## src/rtl/qr_gate_pkg.sv

```systemverilog
package qr_gate_pkg;
  typedef enum logic [1:0] {
    ST_ON    = 2'd0,
    ST_BLANK = 2'd1,
    ST_DISCH = 2'd2,
    ST_RING  = 2'd3
  } qr_state_e;
endpackage

```

## src/rtl/qr_on_timer.sv

```systemverilog
module qr_on_timer #(
  parameter int LEB_CYC      = 25,
  parameter int MAX_ON_CYC   = 2000,
  parameter int SHORT_LO_CYC = 450,
  parameter int SHORT_HI_CYC = 150
) (
  input  logic clk_i,
  input  logic rst_ni,
  input  logic start_i,
  input  logic on_i,
  input  logic line_high_i,
  input  logic cs_peak_i,
  input  logic cs_fault_i,
  input  logic cs_low_i,
  output logic off_o,
  output logic ocp_o,
  output logic short_o
);
  localparam int OW = $clog2(MAX_ON_CYC + 1);
  localparam logic [OW-1:0] LEB_V    = OW'(LEB_CYC);
  localparam logic [OW-1:0] ON_LAST  = OW'(MAX_ON_CYC - 1);
  localparam logic [OW-1:0] CHK_LO_L = OW'(SHORT_LO_CYC - 1);
  localparam logic [OW-1:0] CHK_HI_L = OW'(SHORT_HI_CYC - 1);

  logic [OW-1:0] on_cnt_q;
  logic          chk_hi_q;
  logic          armed;
  logic          peak_trip;
  logic          max_trip;
  logic [OW-1:0] chk_last;

  always_ff @(posedge clk_i or negedge rst_ni) begin
    if (!rst_ni) begin
      on_cnt_q <= '0;
      chk_hi_q <= 1'b0;
    end else if (start_i) begin
      on_cnt_q <= '0;
      chk_hi_q <= line_high_i;
    end else if (on_i && on_cnt_q != ON_LAST) begin
      on_cnt_q <= on_cnt_q + 1'b1;
    end
  end

  always_comb begin
    armed     = on_cnt_q >= LEB_V;
    chk_last  = chk_hi_q ? CHK_HI_L : CHK_LO_L;
    peak_trip = on_i & armed & cs_peak_i;
    ocp_o     = on_i & armed & cs_fault_i;
    short_o   = on_i & cs_low_i & (on_cnt_q == chk_last);
    max_trip  = on_i & (on_cnt_q == ON_LAST);
    off_o     = peak_trip | ocp_o | short_o | max_trip;
  end

  assert_leb_hold_R2: assert property (@(posedge clk_i) disable iff (!rst_ni)
    (on_i && !armed) |=> on_i);
  assert_on_cap_R4: assert property (@(posedge clk_i) disable iff (!rst_ni)
    (on_i && on_cnt_q == ON_LAST) |=> !on_i);
  assert_ocp_off_R5: assert property (@(posedge clk_i) disable iff (!rst_ni)
    ocp_o |=> !on_i);
  assert_short_off_R6: assert property (@(posedge clk_i) disable iff (!rst_ni)
    short_o |=> !on_i);
endmodule

```

## src/rtl/qr_dis_meter.sv

```systemverilog
module qr_dis_meter #(
  parameter int BLK_LO_CYC     = 130,
  parameter int BLK_HI_CYC     = 180,
  parameter int BLK_CC_CYC     = 220,
  parameter int MAX_PERIOD_CYC = 4500,
  parameter int FB_W           = 10,
  localparam int PW            = $clog2(MAX_PERIOD_CYC + 1)
) (
  input  logic            clk_i,
  input  logic            rst_ni,
  input  logic            off_start_i,
  input  logic            blank_i,
  input  logic            dis_i,
  input  logic            load_high_i,
  input  logic            cc_mode_i,
  input  logic            fb_above_i,
  input  logic [FB_W-1:0] fb_code_i,
  output logic            blank_done_o,
  output logic            dis_end_o,
  output logic            sample_o,
  output logic [FB_W-1:0] fb_hold_o,
  output logic [PW-1:0]   tdis_o
);
  localparam logic [PW-1:0] BL_LO = PW'(BLK_LO_CYC - 1);
  localparam logic [PW-1:0] BL_HI = PW'(BLK_HI_CYC - 1);
  localparam logic [PW-1:0] BL_CC = PW'(BLK_CC_CYC - 1);

  logic [PW-1:0]   off_cnt_q;
  logic [PW-1:0]   blk_last_q;
  logic [FB_W-1:0] track_q;
  logic [FB_W-1:0] hold_q;
  logic [PW-1:0]   tdis_q;
  logic            sample_q;

  always_ff @(posedge clk_i or negedge rst_ni) begin
    if (!rst_ni) begin
      off_cnt_q  <= '0;
      blk_last_q <= BL_LO;
    end else if (off_start_i) begin
      off_cnt_q  <= '0;
      blk_last_q <= cc_mode_i ? BL_CC : (load_high_i ? BL_HI : BL_LO);
    end else if (off_cnt_q != '1) begin
      off_cnt_q <= off_cnt_q + 1'b1;
    end
  end

  always_comb begin
    blank_done_o = blank_i & (off_cnt_q == blk_last_q);
    dis_end_o    = dis_i & ~fb_above_i;
  end

  always_ff @(posedge clk_i or negedge rst_ni) begin
    if (!rst_ni) begin
      track_q  <= '0;
      hold_q   <= '0;
      tdis_q   <= '0;
      sample_q <= 1'b0;
    end else begin
      if (dis_i && fb_above_i) track_q <= fb_code_i;
      sample_q <= dis_end_o;
      if (dis_end_o) begin
        hold_q <= track_q;
        tdis_q <= off_cnt_q;
      end
    end
  end

  assign sample_o  = sample_q;
  assign fb_hold_o = hold_q;
  assign tdis_o    = tdis_q;

  assert_sample_single_R9: assert property (@(posedge clk_i) disable iff (!rst_ni)
    sample_q |=> !sample_q);
  assert_tdis_floor_R7: assert property (@(posedge clk_i) disable iff (!rst_ni)
    sample_q |-> tdis_q > blk_last_q);
  assert_blank_quiet_R7: assert property (@(posedge clk_i) disable iff (!rst_ni)
    blank_i |=> !sample_q);
endmodule

```

## src/rtl/qr_period_guard.sv

```systemverilog
module qr_period_guard #(
  parameter int MIN_PERIOD_CYC = 1316,
  parameter int MAX_PERIOD_CYC = 4500
) (
  input  logic clk_i,
  input  logic rst_ni,
  input  logic start_i,
  output logic min_ok_o,
  output logic max_hit_o
);
  localparam int PW = $clog2(MAX_PERIOD_CYC + 1);
  localparam logic [PW-1:0] MIN_LAST = PW'(MIN_PERIOD_CYC - 1);
  localparam logic [PW-1:0] MAX_LAST = PW'(MAX_PERIOD_CYC - 1);

  logic [PW-1:0] cnt_q;

  always_ff @(posedge clk_i or negedge rst_ni) begin
    if (!rst_ni)                cnt_q <= '0;
    else if (start_i)           cnt_q <= '0;
    else if (cnt_q != MAX_LAST) cnt_q <= cnt_q + 1'b1;
  end

  assign min_ok_o  = cnt_q >= MIN_LAST;
  assign max_hit_o = cnt_q == MAX_LAST;

  assert_min_gap_R11: assert property (@(posedge clk_i) disable iff (!rst_ni)
    start_i |-> cnt_q >= MIN_LAST);
  assert_max_gap_R12: assert property (@(posedge clk_i) disable iff (!rst_ni)
    max_hit_o |=> cnt_q == '0);
endmodule

```

## src/rtl/qr_gate_timer.sv

```systemverilog
module qr_gate_timer
  import qr_gate_pkg::*;
#(
  parameter int LEB_CYC        = 25,
  parameter int MAX_ON_CYC     = 2000,
  parameter int SHORT_LO_CYC   = 450,
  parameter int SHORT_HI_CYC   = 150,
  parameter int BLK_LO_CYC     = 130,
  parameter int BLK_HI_CYC     = 180,
  parameter int BLK_CC_CYC     = 220,
  parameter int MIN_PERIOD_CYC = 1316,
  parameter int MAX_PERIOD_CYC = 4500,
  parameter int FB_W           = 10,
  localparam int PW            = $clog2(MAX_PERIOD_CYC + 1)
) (
  input  logic            clk_i,
  input  logic            rst_ni,
  input  logic            cs_peak_i,
  input  logic            cs_fault_i,
  input  logic            cs_low_i,
  input  logic            fb_above_i,
  input  logic [FB_W-1:0] fb_code_i,
  input  logic            valley_i,
  input  logic            line_high_i,
  input  logic            load_high_i,
  input  logic            cc_mode_i,
  output logic            gate_o,
  output logic            sample_o,
  output logic [FB_W-1:0] fb_hold_o,
  output logic [PW-1:0]   tdis_o,
  output logic            over_cur_o,
  output logic            short_det_o
);
  qr_state_e state_q, state_d;
  logic off_req, ocp, short_hit;
  logic blank_done, dis_end;
  logic min_ok, max_hit;
  logic turn_on, off_start;
  logic ocp_q, short_q;

  always_comb begin
    state_d = state_q;
    case (state_q)
      ST_ON:    if (off_req) state_d = ST_BLANK;
      ST_BLANK: if (max_hit) state_d = ST_ON;
                else if (blank_done) state_d = ST_DISCH;
      ST_DISCH: if (max_hit) state_d = ST_ON;
                else if (dis_end) state_d = ST_RING;
      ST_RING:  if (max_hit || (valley_i && min_ok)) state_d = ST_ON;
      default:  state_d = ST_RING;
    endcase
    turn_on   = (state_q != ST_ON) && (state_d == ST_ON);
    off_start = (state_q == ST_ON) && off_req;
  end

  always_ff @(posedge clk_i or negedge rst_ni) begin
    if (!rst_ni) begin
      state_q <= ST_RING;
      ocp_q   <= 1'b0;
      short_q <= 1'b0;
    end else begin
      state_q <= state_d;
      ocp_q   <= ocp;
      short_q <= short_hit;
    end
  end

  assign gate_o      = (state_q == ST_ON);
  assign over_cur_o  = ocp_q;
  assign short_det_o = short_q;

  qr_on_timer #(
    .LEB_CYC(LEB_CYC), .MAX_ON_CYC(MAX_ON_CYC),
    .SHORT_LO_CYC(SHORT_LO_CYC), .SHORT_HI_CYC(SHORT_HI_CYC)
  ) u_on (
    .clk_i, .rst_ni,
    .start_i(turn_on), .on_i(gate_o), .line_high_i,
    .cs_peak_i, .cs_fault_i, .cs_low_i,
    .off_o(off_req), .ocp_o(ocp), .short_o(short_hit)
  );

  qr_dis_meter #(
    .BLK_LO_CYC(BLK_LO_CYC), .BLK_HI_CYC(BLK_HI_CYC), .BLK_CC_CYC(BLK_CC_CYC),
    .MAX_PERIOD_CYC(MAX_PERIOD_CYC), .FB_W(FB_W)
  ) u_dis (
    .clk_i, .rst_ni,
    .off_start_i(off_start),
    .blank_i(state_q == ST_BLANK), .dis_i(state_q == ST_DISCH),
    .load_high_i, .cc_mode_i, .fb_above_i, .fb_code_i,
    .blank_done_o(blank_done), .dis_end_o(dis_end),
    .sample_o, .fb_hold_o, .tdis_o
  );

  qr_period_guard #(
    .MIN_PERIOD_CYC(MIN_PERIOD_CYC), .MAX_PERIOD_CYC(MAX_PERIOD_CYC)
  ) u_per (
    .clk_i, .rst_ni, .start_i(turn_on),
    .min_ok_o(min_ok), .max_hit_o(max_hit)
  );

  assert_valley_on_R10: assert property (@(posedge clk_i) disable iff (!rst_ni)
    (state_q == ST_RING && valley_i && min_ok) |=> gate_o);
  assert_on_source_R10: assert property (@(posedge clk_i) disable iff (!rst_ni)
    $rose(gate_o) |-> $past(max_hit || (state_q == ST_RING && valley_i)));
  assert_force_on_R12: assert property (@(posedge clk_i) disable iff (!rst_ni)
    (max_hit && !gate_o) |=> gate_o);
  assert_trip_low_R5: assert property (@(posedge clk_i) disable iff (!rst_ni)
    (over_cur_o || short_det_o) |-> !gate_o);
endmodule

```

## config.mk

```make
export PLATFORM = sky130hd
export DESIGN_NAME = qr_gate_timer
export DESIGN_NICKNAME = d
export VERILOG_FILES = /design/src/rtl/qr_gate_pkg.sv /design/src/rtl/qr_on_timer.sv /design/src/rtl/qr_dis_meter.sv /design/src/rtl/qr_period_guard.sv /design/src/rtl/qr_gate_timer.sv
export SDC_FILE = /design/constraint.sdc
export NUM_CORES = 1
export LEC_CHECK = 0
export BUFFER_PORTS_ARGS = -buffer_cell sky130_fd_sc_hd__buf_4
export CORE_MARGIN = 2
export CORE_UTILIZATION = 35
export CTS_CLUSTER_SIZE = 14
export DETAILED_ROUTE_END_ITERATION = 8
export PLACE_DENSITY = 0.64
export SLEW_MARGIN = 20
export SYNTH_ARGS = -nofsm -noshare
export SYNTH_HDL_FRONTEND = slang
export SYNTH_SLANG_ARGS = --single-unit
```

## constraint.sdc

```tcl
create_clock -name clk_i -period 5.6 [get_ports clk_i]
set_input_delay 0.28 -clock clk_i [delete_from_list [all_inputs] [get_ports clk_i]]
set_output_delay 0.28 -clock clk_i [all_outputs]
set_load 0.01 [all_outputs]
```

Word level (Yosys, flattened, before mapping). Index checks and enable logic that the tools add are counted.

Add/sub/neg operators: 3. Magnitude comparators: 2. Eq/ne operators: 10. Multiplexer cells: 16. Bitwise logic cells: 12. Reductions and logical operators: 12.

Operator list (count): $mux W13 (5); $add A13 B1 Y13 const B (2); $ne A13 B13 Y1 const B (2); $mux W11 (2); $eq A13 B13 Y1 (1); $eq A13 B13 Y1 const B (1); $ge A13 B11 Y1 const B (1); $mux W2 (6); $add A11 B1 Y11 const B (1); $eq A11 B11 Y1 (1); $eq A11 B11 Y1 const B (1); $ge A11 B5 Y1 const B (1); $ne A11 B11 Y1 const B (1); $mux W9 (1); $and A1 B1 Y1 (8); $pmux W2 S4 (1); $reduce_bool A2 Y1 (4); $mux W6 (1); $logic_and A1 B1 Y1 (5); $eq A2 B2 Y1 const B (2); $logic_not A2 Y1 (2); $or A1 B1 Y1 (3); $eq A2 B1 Y1 const B (1); $logic_or A1 B1 Y1 (1); $not A1 Y1 (1).

Register bits: 89. Bits of input ports: 20. Output and inout bits: 27. Word-level logic and storage cells: 67.

Longest topological paths before layout.
Word-level depth: 11. Depth in mapped cells: 9. Mapped depth without buffers: 7.

By module. Synthesis repeated with hierarchy kept, for this count alone.

Cells, all modules: 334. Area total of the unflattened synthesis: 3814.9 um^2.

Modules (own cells, without submodules): qr_dis_meter (times used 1, cells an instance 157, area each 2120.8 um^2, sequential area each 1251.2 um^2); qr_on_timer (times used 1, cells an instance 78, area each 739.5 um^2, sequential area each 300.3 um^2); qr_period_guard (times used 1, cells an instance 76, area each 729.4 um^2, sequential area each 325.3 um^2); qr_gate_timer (times used 1, cells an instance 23, area each 225.2 um^2, sequential area each 102.6 um^2).

Worst setup path after synthesis. Ideal clock, no wire load.

Path type: reg-to-reg. Start point: reg u_per.cnt_q[0]. End point: reg u_on.chk_hi_q. Arrival: 2.138 ns. Setup slack: 3.337 ns. Cell stages (with the launch flop): 7. Path buffers: 0. Clock period less this slack: 2.263 ns. Cells stage by stage: dfrtp_1 -> ha_1 -> or3b_2 -> nor4_1 -> a211oi_4 -> o21ai_4 -> mux2_4.

Longest elaborated chain between the ends: 7. Elaborated cells on any way between the ends: 10.

Ends and longest elaborated chain: start: declaration (RTL line qr_period_guard.sv:15) `logic [PW-1:0] cnt_q;`; start signal: assignment (RTL line qr_period_guard.sv:20) `else if (cnt_q != MAX_LAST) cnt_q <= cnt_q + 1'b1;`; $ge A13 B11 Y1 (RTL line qr_period_guard.sv:23) `assign min_ok_o = cnt_q >= MIN_LAST;`; $logic_and A1 B1 Y1 (RTL line qr_gate_timer.sv:49) `ST_RING: if (max_hit || (valley_i && min_ok)) state_d = ST_ON;`; $logic_or A1 B1 Y1 (RTL line qr_gate_timer.sv:49); $mux W2 (RTL line qr_gate_timer.sv:49); $pmux W2 S4 (*) (RTL line qr_gate_timer.sv:43) `case (state_q)`; $logic_not A2 Y1 (*) (RTL line qr_gate_timer.sv:52) `turn_on = (state_q != ST_ON) && (state_d == ST_ON);`; $logic_and A1 B1 Y1 (*) (RTL line qr_gate_timer.sv:52); end signal: assignment (RTL line qr_on_timer.sv:38) `chk_hi_q <= line_high_i;`; end: declaration (RTL line qr_on_timer.sv:26) `logic chk_hi_q;`.

Every way passes the cells marked *; elsewhere a longest branch is shown, timed or not. A chain may end at the register's enable or synchronous reset.

Worst setup path after layout. Same ends and word-level chain as after synthesis.

==> metrics.md <==
| Metric | Value |
|---|---|
| CP bufs+invs | `0` |
| Mapped Nets | `362` |
| Seq cells post-synth | `79` |
| Worst R2R Path Depth | `6` |
| Main combinational cell family by area after synthesis | `simple AND/OR/NAND/NOR gates` |
| Max-slew violation count | `0` |
| Vias per inst | `5.15` |
| Cell count along the critical path | `6` |
| Worst-path fanout max | `23` |
| Share of the synthesized area in the top cell type | `51.0%` |
| EDFF count, synth | `0` |
| Global Route Usage Sum | `13.5%` |
| Initial antenna violation count | `0` |
| Slew Limit Headroom | `36.0%` |
| Pin count of the biggest net entering global routing | `80` |
| Share of the clock period used by the worst path | `49.3%` |
| Crit end category | `flop` |
| Reg clk slew, reported paths | `0.09 ns` |
| Initial core utilization | `36.3%` |
| Sink Count | `79` |
| Critical Path RT | `5.83 ns` |
| Final core occ | `42.8%` |
| Yosys top cell by area | `dfrtp_1` |
| DR iter-0 viols | `100` |
| Hpwl dp | `5.02 mm` |
| RSZ-0062 raised after global routing | `false` |
| Highest Clock Rate | `362 MHz` |
| Static Leak | `1.95 nW` |
| CP max stage delay | `0.57 ns` |
| Final wirelength | `7.40 mm` |
| Final GP Congestion | `0.835` |
| Max rail drop VDD | `0.000170 V` |
| H-tree lvl count | `3` |
| Skew final | `0.0101 ns` |
| Antenna viol nets, final | `0` |
| Design area | `4460 um^2` |
| N_diodes | `0` |
| First-pass GRT wire length | `12.6 mm` |
| Post-synthesis sequential area ratio | `52.4%` |
| Drt wl/cell | `14.1 um` |
| Core ar. | `10400 um^2` |
| Tot Pwr | `1.38 mW` |
| Die Ht | `108 um` |
| Post-synthesis mux area share | `10.8%` |
| Yosys warns | `0` |
| CP cell instances | `ha_1, or3b_2, nor4_1, a211oi_4, o21ai_4, mux2_4` |
| Setup Buffers After CTS | `0` |
| Number of global-route vias before repair | `2594` |
| Post-synth ARST share | `100%` |
| Final setup TNS | `0 ns` |
| Worst Path Arrival | `2.99 ns` |
| I/O pin cnt | `47` |
| Synth top area cells | `dfrtp_1 51%, mux2_2 10%, nor2_1 3.7%` |
| Setup crit start kind | `flop` |
| Die ar. | `11600 um^2` |
| Critical path class | `flop to flop` |
| Compound-cell area share of the yosys netlist | `6.39%` |
| Syn_area_per_cell | `11.2 um^2` |
| Cell variety after synth | `54` |
| Hold Buf Count CTS | `0` |
| Final setup margin | `2.84 ns` |
| Ys flop type | `dfrtp_1` |
| DRC violations left | `0` |
| Count leader, synth | `dfrtp_1` |
| Max cap viols | `0` |
| GR Overflow Total | `0` |
| Final setup viols | `0` |
| Cells after synthesis | `338` |
| Drt first pass iters | `5` |
| Post-CTS Resized | `0` |
| Post-synthesis simple-gate area fraction | `20.1%` |
| Area added between synthesis and finish | `18.1%` |
| Leading cell types by count after synthesis | `77 x dfrtp_1, 37 x nor2_1, 35 x mux2_2` |
| Status | `completed` |
| Clk root buf | `clkbuf_8` |
| Final nets | `407` |
| Final hold violations | `0` |
| Chip Width | `108 um` |
| CTS tree | `built` |
| Worst-margin pin slew | `0.961 ns` |
| Crit-path slowest cell | `o21ai_4` |
| Dpl ws | `2.81 ns` |
| Pwr Density | `308 nW/um^2` |
| Hold WC Path Type | `input port to asynchronous set/reset pin` |
| Delay-heaviest family, CP | `simple AND/OR/NAND/NOR gates` |
| Num rows | `37` |
| I/O Buffers | `46` |
| Mapped cell area | `3780 um^2` |
| Fin crit period | `2.76 ns` |
| Synth Area in Adders | `1.32%` |
| Max Buffers Root-to-Sink | `2` |
| Vias | `2696` |
| Synth Area in XOR/XNOR | `6.72%` |
| DP Area | `4240 um^2` |
| Clk_lat worst skew | `0.35 ns` |
| Num CTS Buffers | `9` |
| Layout cells sized above 1 | `29.4%` |
[per-stage QoR]
step	hold slack (ns)	cells
5_1_grt	0.140	524
3_3_place_gp	0.479	508
6_report	0.0871	524
4_1_cts	0.116	524
3_5_place_dp	0.488	508
2_1_floorplan	-0.0156	338
[logic make-up after synthesis]
group                      Yosys count
AOI/OAI and AO/OA                   30
xor gates and xnor gates            29
adders and majority gates            4
buffers and inverters               18
DFF                                 79
muxes                               36
and+or+nand+nor                    142
[registers in the layout, indices dropped and copies added (netlist names)]
register          flops
over_cur_o            1
short_det_o           1
state_q               2
u_dis.blk_last_q      3
u_dis.fb_hold_o      10
u_dis.off_cnt_q      13
u_dis.sample_o        1
u_dis.tdis_o         13
u_dis.track_q        10
u_on.chk_hi_q         1
u_on.on_cnt_q        11
u_per.cnt_q          13
[cell type report]
type                       instances  area (um^2)
timing repair buffer              47          353
clock inverter                     6         93.8
multi-input combinational        241         1720
tap                              136          170
fill                             985         5950
sequential                        79         1980
inverter                           5         18.8
clock buffer                      10          128
[report_power, final]
part | total (mW) | internal, mW | switching (mW)
Clock | 0.469 | 0.254 | 0.215
Sequential | 0.687 | 0.647 | 0.0403
Combinational | 0.219 | 0.132 | 0.0862
[worst reg2reg max path, delay by kind of cell (launching register included)]
family,cells,cell delay (ns)
AO/OA/AOI/OAI,2,0.69
adder cells (fa/ha/maj),1,0.23
flip-flops,1,0.39
multiplexers,1,0.35
AND/OR/NAND/NOR,2,0.99
[metal layers]
| metal | vias up | GRT usage (%) | share of wire [%] |
|---|---|---|---|
| met1 | 1343 | 18.2 | 46 |
| met4 | 0 | 3.75 | 0.65 |
| met5 | - | 0 | 0 |
| li1 | 1299 | - | - |
| met2 | 52 | 21.6 | 49 |
| met3 | 2 | 3.39 | 3.8 |
[cell usage in the layout, fill, tap and decap left out, drive strengths merged, types with 10 or more instances in the layout]
| cell | instances |
|---|---|
| nor3 | 11 |
| xor2 | 14 |
| dfrtp | 77 |
| nand2 | 23 |
| buf | 47 |
| nand4 | 12 |
| mux2 | 36 |
| xnor2 | 15 |
| nor2 | 37 |
| clkbuf | 10 |
| nand3 | 11 |
[worst paths after layout]
path / start / to / slack, ns
max in group asynchronous: rst_ni / u_per.cnt_q[6] / 4.90
min: rst_ni / u_dis.tdis_o[7] / 0.09
min reg2reg: u_dis.track_q[6] / u_dis.track_q[6] / 0.51
max: u_per.cnt_q[0] / u_on.chk_hi_q / 2.84
max reg2reg: u_per.cnt_q[0] / u_on.chk_hi_q / 2.84
min in group clk_i: cs_fault_i / over_cur_o / 0.16
No activity file was read; power rests on OpenSTA's default activity.
